==> src/rtl/mcu_bus_pkg.sv <==
package mcu_bus_pkg;
  // location select encoding on the pin and in the latched address byte
  typedef enum logic {
    LOC_DATA = 1'b0,
    LOC_CMD  = 1'b1
  } loc_sel_e;

  // index of each strobe tracker
  localparam int unsigned TRK_RD = 0;
  localparam int unsigned TRK_WR = 1;
  localparam int unsigned TRK_N  = 2;
endpackage

==> src/rtl/mcu_bus_sync.sv <==
module mcu_bus_sync #(
  parameter int unsigned WIDTH  = 8,
  parameter int unsigned STAGES = 2,
  parameter logic [WIDTH-1:0] RESET_VAL = '0
) (
  input  logic             clk,
  input  logic             rst,
  input  logic [WIDTH-1:0] din,
  output logic [WIDTH-1:0] dout
);
  logic [WIDTH-1:0] chain_q [STAGES];

  always_ff @(posedge clk) begin
    if (rst) chain_q[0] <= RESET_VAL;
    else     chain_q[0] <= din;
  end

  for (genvar s = 1; s < STAGES; s++) begin : g_stage
    always_ff @(posedge clk) begin
      if (rst) chain_q[s] <= RESET_VAL;
      else     chain_q[s] <= chain_q[s-1];
    end
  end

  assign dout = chain_q[STAGES-1];
endmodule

==> src/rtl/mcu_bus_addr.sv <==
module mcu_bus_addr #(
  parameter int unsigned DW      = 8,
  parameter int unsigned SEL_BIT = 0
) (
  input  logic          clk,
  input  logic          rst,
  input  logic          ale_s,
  input  logic          a0_s,
  input  logic [DW-1:0] d_s,
  output logic          sel
);
  logic          mux_mode_q;
  logic [DW-1:0] addr_q;

  // latch is transparent while ALE is high; its last value is kept when ALE falls
  always_ff @(posedge clk) begin
    if (rst) begin
      mux_mode_q <= 1'b0;
      addr_q     <= '0;
    end else if (ale_s) begin
      mux_mode_q <= 1'b1;
      addr_q     <= d_s;
    end
  end

  assign sel = mux_mode_q ? addr_q[SEL_BIT] : a0_s;
endmodule

==> src/rtl/mcu_bus_strobe.sv <==
module mcu_bus_strobe (
  input  logic clk,
  input  logic rst,
  input  logic cs_n_s,
  input  logic stb_n_s,
  input  logic sel,
  output logic rel,
  output logic rel_sel
);
  logic prev_q, armed_q, sel_q;
  logic active;

  assign active = ~cs_n_s & ~stb_n_s;

  always_ff @(posedge clk) begin
    if (rst) begin
      prev_q  <= 1'b1;
      armed_q <= 1'b0;
      sel_q   <= 1'b0;
      rel     <= 1'b0;
      rel_sel <= 1'b0;
    end else begin
      prev_q <= stb_n_s;
      rel    <= 1'b0;
      if (active) begin
        armed_q <= 1'b1;
        sel_q   <= sel;
      end else if (stb_n_s && !prev_q) begin
        rel     <= armed_q;
        rel_sel <= sel_q;
        armed_q <= 1'b0;
      end
    end
  end
endmodule

==> src/rtl/mcu_bus_port.sv <==
module mcu_bus_port #(
  parameter int unsigned DW          = 8,
  parameter int unsigned SYNC_STAGES = 2,
  parameter int unsigned SEL_BIT     = 0
) (
  input  logic          clk,
  input  logic          rst,
  input  logic          bus_cs_n,
  input  logic          bus_rd_n,
  input  logic          bus_wr_n,
  input  logic          bus_a0,
  input  logic          bus_ale,
  input  logic [DW-1:0] bus_d_i,
  output logic [DW-1:0] bus_d_o,
  output logic          bus_d_oe,
  input  logic [DW-1:0] rd_byte,
  output logic          cmd_wr,
  output logic          data_wr,
  output logic          data_rd,
  output logic [DW-1:0] wr_byte
);
  import mcu_bus_pkg::*;

  localparam int unsigned SW = DW + 5;
  localparam logic [SW-1:0] IDLE = {{DW{1'b0}}, 1'b0, 1'b0, 1'b1, 1'b1, 1'b1};

  logic [SW-1:0] raw, synced;
  logic [DW-1:0] d_s;
  logic          a0_s, ale_s, cs_n_s, rd_n_s, wr_n_s;
  logic          sel;
  logic [TRK_N-1:0] stb_n_s, rel, rel_sel;

  assign raw = {bus_d_i, bus_a0, bus_ale, bus_cs_n, bus_rd_n, bus_wr_n};

  mcu_bus_sync #(.WIDTH(SW), .STAGES(SYNC_STAGES), .RESET_VAL(IDLE)) i_sync (
    .clk(clk), .rst(rst), .din(raw), .dout(synced)
  );

  assign {d_s, a0_s, ale_s, cs_n_s, rd_n_s, wr_n_s} = synced;

  mcu_bus_addr #(.DW(DW), .SEL_BIT(SEL_BIT)) i_addr (
    .clk(clk), .rst(rst), .ale_s(ale_s), .a0_s(a0_s), .d_s(d_s), .sel(sel)
  );

  assign stb_n_s[TRK_RD] = rd_n_s;
  assign stb_n_s[TRK_WR] = wr_n_s;

  for (genvar t = 0; t < TRK_N; t++) begin : g_trk
    mcu_bus_strobe i_trk (
      .clk(clk), .rst(rst), .cs_n_s(cs_n_s), .stb_n_s(stb_n_s[t]),
      .sel(sel), .rel(rel[t]), .rel_sel(rel_sel[t])
    );
  end

  always_ff @(posedge clk) begin
    if (rst) begin
      cmd_wr   <= 1'b0;
      data_wr  <= 1'b0;
      data_rd  <= 1'b0;
      wr_byte  <= '0;
      bus_d_o  <= '0;
      bus_d_oe <= 1'b0;
    end else begin
      cmd_wr   <= rel[TRK_WR] & (rel_sel[TRK_WR] == LOC_CMD);
      data_wr  <= rel[TRK_WR] & (rel_sel[TRK_WR] == LOC_DATA);
      data_rd  <= rel[TRK_RD] & (rel_sel[TRK_RD] == LOC_DATA);
      bus_d_oe <= ~cs_n_s & ~rd_n_s;
      if (~cs_n_s & ~wr_n_s) wr_byte <= d_s;
      if (~cs_n_s & ~rd_n_s) bus_d_o <= rd_byte;
    end
  end
endmodule

==> config.mk <==
export PLATFORM = sky130hd
export DESIGN_NAME = mcu_bus_port
export DESIGN_NICKNAME = d
export VERILOG_FILES = /design/src/rtl/mcu_bus_pkg.sv /design/src/rtl/mcu_bus_sync.sv /design/src/rtl/mcu_bus_addr.sv /design/src/rtl/mcu_bus_strobe.sv /design/src/rtl/mcu_bus_port.sv
export SDC_FILE = /design/constraint.sdc
export NUM_CORES = 1
export LEC_CHECK = 0
export ABC_AREA = 1
export BUFFER_PORTS_ARGS = -buffer_cell sky130_fd_sc_hd__buf_4
export CAP_MARGIN = 40
export CORE_MARGIN = 2
export CORE_UTILIZATION = 55
export CTS_CLUSTER_SIZE = 14
export DETAILED_ROUTE_END_ITERATION = 12
export HOLD_SLACK_MARGIN = 0.15
export PLACE_DENSITY = 0.81
export SKIP_LAST_GASP = 1
export SLEW_MARGIN = 0
export SYNTH_ARGS = -nofsm -noshare
export SYNTH_HDL_FRONTEND = slang
export SYNTH_SLANG_ARGS = --single-unit
==> constraint.sdc <==
create_clock -name clk -period 2.39 [get_ports clk]
set_input_delay 0.1195 -clock clk [delete_from_list [all_inputs] [get_ports clk]]
set_output_delay 0.1195 -clock clk [all_outputs]
set_load 0.02 [all_outputs]
After elaboration in Yosys (flattened, before gate mapping)
Memories as Yosys holds them, arrays and structs flattened.
Index checks and enable logic that the tools add are counted.
- memories kept: 1
- output and inout bits: 20
- bits in registers: 32
- input bits: 23
- bits in writable memories: 26
- mux-type cells: 10
- reductions and logical operators: 10
- bitwise operators: 16
- memories (memory ; words ; width ; read ports ; clocked after memory_dff ; write ports ; line ; RTL):
    i_sync.chain_q ; 2 ; 13 ; 2 ; 0 ; 2 ; mcu_bus_sync.sv:11 ; logic [WIDTH-1:0] chain_q [STAGES];
- operators by type and width (kind ; count):
    $mux 13 ; 2
    $not 1->1 ; 9
    $mux 1 ; 8
    $reduce_or 3->1 ; 2
    $and 1x1->1 ; 5
    $reduce_and 2->1 ; 2
    $reduce_bool 2->1 ; 2
    $logic_and 1x1->1 ; 2
    $logic_not 1->1 ; 2
    $or 1x1->1 ; 2

Logic depth before layout (Yosys ltp)
Gate-level depths: netlist of the first run.
- word-level depth: 4
- gate-level depth with buffers: 6
- mapped depth without buffers: 5

Hierarchy
From an unflattened synthesis of the first run, not the netlist that was laid out.
- cells, all modules: 257
- area, all modules: 1998.2 um^2
- modules (own cells, without submodules) (module ; instances ; cells each ; sequential area each (um^2) ; area an instance (um^2)):
    mcu_bus_port ; 1 ; 113 ; 400.4 ; 800.8
    mcu_bus_sync ; 1 ; 81 ; 520.5 ; 742.0
    mcu_bus_strobe ; 2 ; 25 ; 100.1 ; 185.2
    mcu_bus_addr ; 1 ; 13 ; 40.0 ; 85.1

Worst setup path before layout of the first run
Ideal clock, no wire load.
- kind: register to register
- from: mem i_sync.chain_q[1][2] (netlist bit)
- to: reg bus_d_o[0]
- library setup time: 0.116 ns
- data arrival time: 0.737 ns
- slack: 1.537 ns
- required time: 2.274 ns
- clock period less this slack: 0.853 ns
- buffers on the path: 1
- cell stages (with the launch flop): 5
- path through: dfxtp_1 -> nor2_2 -> buf_6 -> o21ai_0 -> nor2_1
- RTL lines (item ; line ; RTL):
    from (decl) ; mcu_bus_sync.sv:11 ;
    to (signal assigned) ; mcu_bus_port.sv:69 ; if (~cs_n_s & ~rd_n_s) bus_d_o <= rd_byte;
    to (decl) ; mcu_bus_port.sv:14 ; output logic [DW-1:0] bus_d_o,

==> flow_summary.json, run 1 <==
{
  "status": "finished, final reports clean",
  "overflow": 0,
  "max_freq_mhz": 731,
  "tightestPinTransition_ns": 0.408,
  "use_met2_pct": 37.9,
  "slew_viol_final": 0,
  "ys_warn_count": 0,
  "avgSynthCellArea_um2": 8.54,
  "slowest_stage": "dlygate4sd3_1",
  "end_kind": "flop",
  "ios": 43,
  "clk_pin_slew_ns": 0.09,
  "hpwl_mm": 2.03,
  "place_congestion": 0.740,
  "finalSetupViolations": 0,
  "drc": 0,
  "fin_setup_tns_ns": 0,
  "ant_nets": 0,
  "cts_made_buffers": 9,
  "die_width_um": 61.9,
  "place_inst": 297,
  "ys.flop_type": "dfxtp_1",
  "cts_root_buf": "clkbuf_4",
  "fin_cells": 344,
  "drive_above_1_share_pct": 21.5,
  "ys_seq_area_share_pct": 63.0,
  "first_pass_iters": 4,
  "crit_path_max_incr_delay_ns": 0.57,
  "yosys.area.top_type": "dfxtp_1",
  "grt_antenna_before_repair": 0,
  "diodes": 0,
  "wl_per_cell_um": 11.0,
  "cts_sinks": 58,
  "power.leakage_nw": 1.27,
  "pre_cts_slack_ns": 1.28,
  "nNetsFinal": 317,
  "ctsResizeCount": 0,
  "ys_ff_latch": 58,
  "rows": 21,
  "finalCritPeriodShare_pct": 57.2,
  "core_area_um2": 3280,
  "crit_required_ns": 2.65,
  "dieArea_um2": 3830,
  "top_usage_layer": "met2",
  "cts_tree": "done",
  "synth_area_um2": 1840,
  "clockBufferDepth": 2,
  "synth-edff-count": 0,
  "yosys.cell_count.top_type": "nor2_1",
  "hold_depth": 2,
  "powerDensity_nw_per_um2": 644,
  "port-buffer-count": 42,
  "syn_to_final_growth_pct": 39.4,
  "synthTopCellsByCount": "nor2_1, dfxtp_1, inv_1, nand2_1, o21ai_0",
  "finClkSkew_ns": 0.00999,
  "worst_r2r_path_depth": 4,
  "dr.first_iter.drc_count": 68,
  "grt_pass1_wl_mm": 6.00,
  "synth_top_area_share_pct": 63.0,
  "synth_nets": 239,
  "syn_inst": 216,
  "ir_drop_mv": 0.440,
  "hold_path_class": "flop to flop",
  "slew_headroom_pct": 72.7,
  "routed_via_density": 4.36,
  "rsz0062_at_grt": "false",
  "fp.dieH_um": 61.9,
  "path_max_fanout": 30,
  "startpoint_type": "primary input",
  "htreeDepth": 3,
  "clock_latency_ns": 0.38,
  "cp.arrival_ns": 1.63,
  "post_synth_num_cell_types": 17,
  "cp_cell_sequence": "dlygate4sd3_1 -> buf_4 -> nor2_1 -> dlygate4sd3_1",
  "worstSetupPathType": "primary input to flop",
  "fin_ws_ns": 1.02,
  "grt_pass1_vias": 1409,
  "grtUsageTotal_pct": 22.7,
  "path_common_cell": "dlygate4sd3_1",
  "wl_mm": 3.79,
  "min_period_ns": 1.37,
  "grt_max_degree": 31,
  "finalHoldViolations": 0,
  "routed-via-count": 1500,
  "synth.area.top_cells": "dfxtp_1, nor2_1, inv_1, o21ai_0, nand2_1",
  "use_met1_pct": 26.5,
  "async_flop_share_pct": 0,
  "maxCapViolations": 0,
  "met3_usage_pct": 7.66,
  "initial_core_util_pct": 56.2
}
## worst paths after layout
path	start	endpoint	slack, ns
setup reg to reg	i_sync.chain_q[1][2]	bus_d_o[0]	1.28
setup / recovery	rst	i_sync.chain_q[0][6]	1.02
hold / removal	i_sync.chain_q[0][9]	i_sync.chain_q[1][9]	0.40
hold reg to reg	i_sync.chain_q[0][9]	i_sync.chain_q[1][9]	0.40
## layer usage
layer | vias to the layer above | part of all wire, %
li1 | 797 | -
met1 | 652 | 43
met2 | 46 | 51
met3 | 5 | 4.4
met4 | 0 | 1.5
met5 | - | 0
## worst max-delay path, delay by kind of cell
family / cells / cell delay, ns
buffers and inverters: 3 / 1.39
AND/OR/NAND/NOR: 1 / 0.10
## power by group
part           leakage, nW  switching (mW)  internal (mW)  total (mW)
Clock               0.0485           0.307          0.213       0.520
Sequential           0.474          0.0118          0.994        1.01
Combinational        0.748          0.0529         0.0764       0.129
## placed cells by master, fill, tap and decap left out, types with 3 or more instances in the layout
cell	instances
buf_4	42
clkbuf_1	6
clkbuf_4	9
dfxtp_1	58
dlygate4sd3_1	32
inv_1	30
inv_2	3
nand2_1	20
nor2_1	64
o21ai_0	16
o21ai_1	3
or2_2	6
## logic make-up after synthesis
group | after synthesis | share of synthesized area (%)
flip-flops | 58 | 63.0
AND/OR/NAND/NOR | 97 | 21.6
AO/OA/AOI/OAI | 21 | 5.70
buffers and inverters | 40 | 9.77
## state kept, by name, summed over array words and instances, names as in the netlist
name	cells
g_trk.i_trk.rel_sel	2
g_trk.i_trk.prev_q	2
i_sync.chain_q	26
cmd_wr	1
g_trk.i_trk.rel	2
i_addr.mux_mode_q	1
g_trk.i_trk.sel_q	2
bus_d_oe	1
bus_d_o	8
data_rd	1
data_wr	1
wr_byte	8
i_addr.addr_q	1
g_trk.i_trk.armed_q	2
## final cells by class
cell class / count / area [um^2]
clock buffers: 15 / 90.1
fillers: 233 / 713
inverters: 33 / 124
multi-input cells: 118 / 503
flip-flops and latches: 58 / 1160
well taps: 46 / 57.6
repair buffers: 74 / 636
## what timing repair did
action / 4_1_cts / 5_1_grt
buffers inserted: 0 / 0
endpoints found under the hold margin: 33 / 0
hold buffers: 32 / 0
## per-stage QoR
step                      hold slack, ns  power, mW  utilization (%)  cell area (um^2)
final                              0.398       1.66             78.3              2570
after global routing               0.427       1.73             78.3              2570
after CTS                          0.403       1.66             78.3              2570
after detailed placement           0.307       1.11             65.8              2160
after global placement             0.305       1.11             65.8              2160
after floorplan                    0.223       1.08                -              1840
(Power assumes the default switching activity.)
==> run 2, diff against run 1 <==
--- a/config.mk
+++ b/config.mk
@@ -9,11 +9,11 @@
 export BUFFER_PORTS_ARGS = -buffer_cell sky130_fd_sc_hd__buf_4
 export CAP_MARGIN = 40
 export CORE_MARGIN = 2
-export CORE_UTILIZATION = 55
+export CORE_UTILIZATION = 51
 export CTS_CLUSTER_SIZE = 14
 export DETAILED_ROUTE_END_ITERATION = 12
 export HOLD_SLACK_MARGIN = 0.15
-export PLACE_DENSITY = 0.81
+export PLACE_DENSITY = 0.76
 export SKIP_LAST_GASP = 1
 export SLEW_MARGIN = 0
 export SYNTH_ARGS = -nofsm -noshare
==> constraint.sdc (replaced) <==
create_clock -name clk -period 1.3 [get_ports clk]
set_input_delay 0.065 -clock clk [delete_from_list [all_inputs] [get_ports clk]]
set_output_delay 0.065 -clock clk [all_outputs]
set_load 0.02 [all_outputs]
==> flow_summary.json, run 2 (synthesized netlist as in run 1, its figures left out) <==
{
  "status": "finished, final reports clean",
  "crit_required_ns": 1.56,
  "power.leakage_nw": 1.26,
  "finalSetupViolations": 0,
  "maxCapViolations": 0,
  "slew_headroom_pct": 73.3,
  "hold_slack_ns": 0.404,
  "fin_setup_tns_ns": 0,
  "grt_pass1_vias": 1343,
  "fp.dieH_um": 64.1,
  "finalHoldViolations": 0,
  "grt_max_degree": 30,
  "drc": 0,
  "largest_reg_flops": 26,
  "dr.first_iter.drc_count": 86,
  "startpoint_type": "primary input",
  "cts_root_buf": "clkbuf_4",
  "syn_to_final_growth_pct": 37.9,
  "core_area_um2": 3420,
  "routed_via_density": 4.37,
  "slew_viol_final": 0,
  "ir_drop_mv": 0.841,
  "dieArea_um2": 4110,
  "path_common_cell": "dlygate4sd3_1",
  "p_int_mw": 2.50,
  "slowest_stage": "dlygate4sd3_1",
  "finClkSkew_ns": 0.00912,
  "max_freq_mhz": 784,
  "path_delay_family": "buffers and inverters",
  "grt_antenna_before_repair": 0,
  "fillCellCount": 259,
  "min_period_ns": 1.28,
  "path_buf_inv": 3,
  "grt_pass1_wl_mm": 5.64,
  "wl_mm": 3.33,
  "rows": 21,
  "cp_cell_sequence": "dlygate4sd3_1 -> buf_4 -> or2_2 -> dlygate4sd3_1",
  "nNetsFinal": 311,
  "finalCritPeriodShare_pct": 98.1,
  "top_regs": "i_sync.chain_q: 26 flops, bus_d_o: 8 flops, wr_byte: 8 flops",
  "htreeDepth": 3,
  "pwr-share-seq_pct": 58.0,
  "port-buffer-count": 42,
  "diodes": 0,
  "end_kind": "flop",
  "pwr-share-clk_pct": 35.3,
  "final_cell_mix": "nor2_1, dfxtp_1, buf_4",
  "ios": 43,
  "powerDensity_nw_per_um2": 1250,
  "rsz0062_at_grt": "false",
  "cp.arrival_ns": 1.54,
  "hpwl_mm": 1.98,
  "clock_latency_ns": 0.38,
  "cts_made_buffers": 9,
  "cts_tree": "done",
  "path_max_fanout": 1,
  "cts_sinks": 58,
  "die_width_um": 64.1,
  "post-cts-setup-buffers": 0,
  "grtUsageTotal_pct": 18.9,
  "initial_core_util_pct": 54.0,
  "clk_pin_slew_ns": 0.09,
  "p_sw_share_pct": 21.6,
  "place_congestion": 0.745,
  "top_register": "i_sync.chain_q",
  "switching_power_uw": 688,
  "routed-via-count": 1481,
  "final_common_cell": "nor2_1",
  "combPwrFrac_pct": 6.8,
  "hold_path_class": "flop to flop",
  "overflow": 0,
  "worstSetupPathType": "primary input to flop",
  "crit_path_max_incr_delay_ns": 0.55,
  "tightestPinTransition_ns": 0.400,
  "clockBufferDepth": 2,
  "drive_above_1_share_pct": 24.2,
  "ant_nets": 0,
  "first_pass_iters": 4,
  "wl_per_cell_um": 9.81
}
-- run 2: power groups by stage --
stage | registers [mW] | clock network (mW) | logic [mW]
after detailed placement | 1.89 | 0 | 0.156
after CTS | 1.85 | 1.17 | 0.214
after floorplan | 1.89 | 0 | 0.0836
after global placement | 1.89 | 0 | 0.154
final | 1.85 | 1.12 | 0.215
after global routing | 1.86 | 1.29 | 0.240
-- run 2: worst min-delay path: stages (launching register included) --
cell     delay [ns]
dfxtp_1        0.31
inv_1          0.04
nor2_1         0.03
-- run 2: layout make-up --
class / instances / area [um^2] / share of cell area (%)
clock buffers: 14 / 116 / 4.58
clock inverters: 2 / 10.0 / 0.394
inverters: 33 / 124 / 4.87
multi-input cells: 118 / 503 / 19.8
flip-flops and latches: 58 / 1160 / 45.7
well taps: 46 / 57.6 / 2.26
repair buffers: 68 / 571 / 22.4
-- run 2: what timing repair did --
action / in CTS / in global routing
hold buffers: 24 / 0
gates resized for setup: 0 / 0
endpoints found under the hold margin: 30 / 0
-- run 2: layer usage --
layer / vias to the layer above / track usage (%) / wire (um)
met5: - / 0 / 0
met4: 0 / 10.4 / 40
met3: 4 / 8.45 / 173
met2: 41 / 30.6 / 1650
met1: 647 / 20.5 / 1460
li1: 789 / - / -
-- run 2: final timing paths --
check                       startpoint              endpoint  slack, ns  cells after the start
setup / recovery              bus_rd_n  i_sync.chain_q[0][1]       0.02                      4
hold reg to reg   i_sync.chain_q[0][3]  i_sync.chain_q[1][3]       0.40                      2
setup reg to reg  i_sync.chain_q[1][2]            bus_d_o[0]       0.34                      4
hold / removal    i_sync.chain_q[0][3]  i_sync.chain_q[1][3]       0.40                      2
-- run 2: metrics by stage --
stage / std cells / utilization [%] / setup slack (ns) / area, um^2 / power (mW)
3_5_place_dp: 299 / 63.7 / 0.353 / 2180 / 2.05
3_3_place_gp: 299 / 63.7 / 0.363 / 2180 / 2.04
2_1_floorplan: 216 / - / 0.447 / 1840 / 1.98
5_1_grt: 339 / 74.4 / 0.0104 / 2540 / 3.38
4_1_cts: 339 / 74.4 / 0.0508 / 2540 / 3.23
6_report: 339 / 74.4 / 0.0249 / 2540 / 3.19
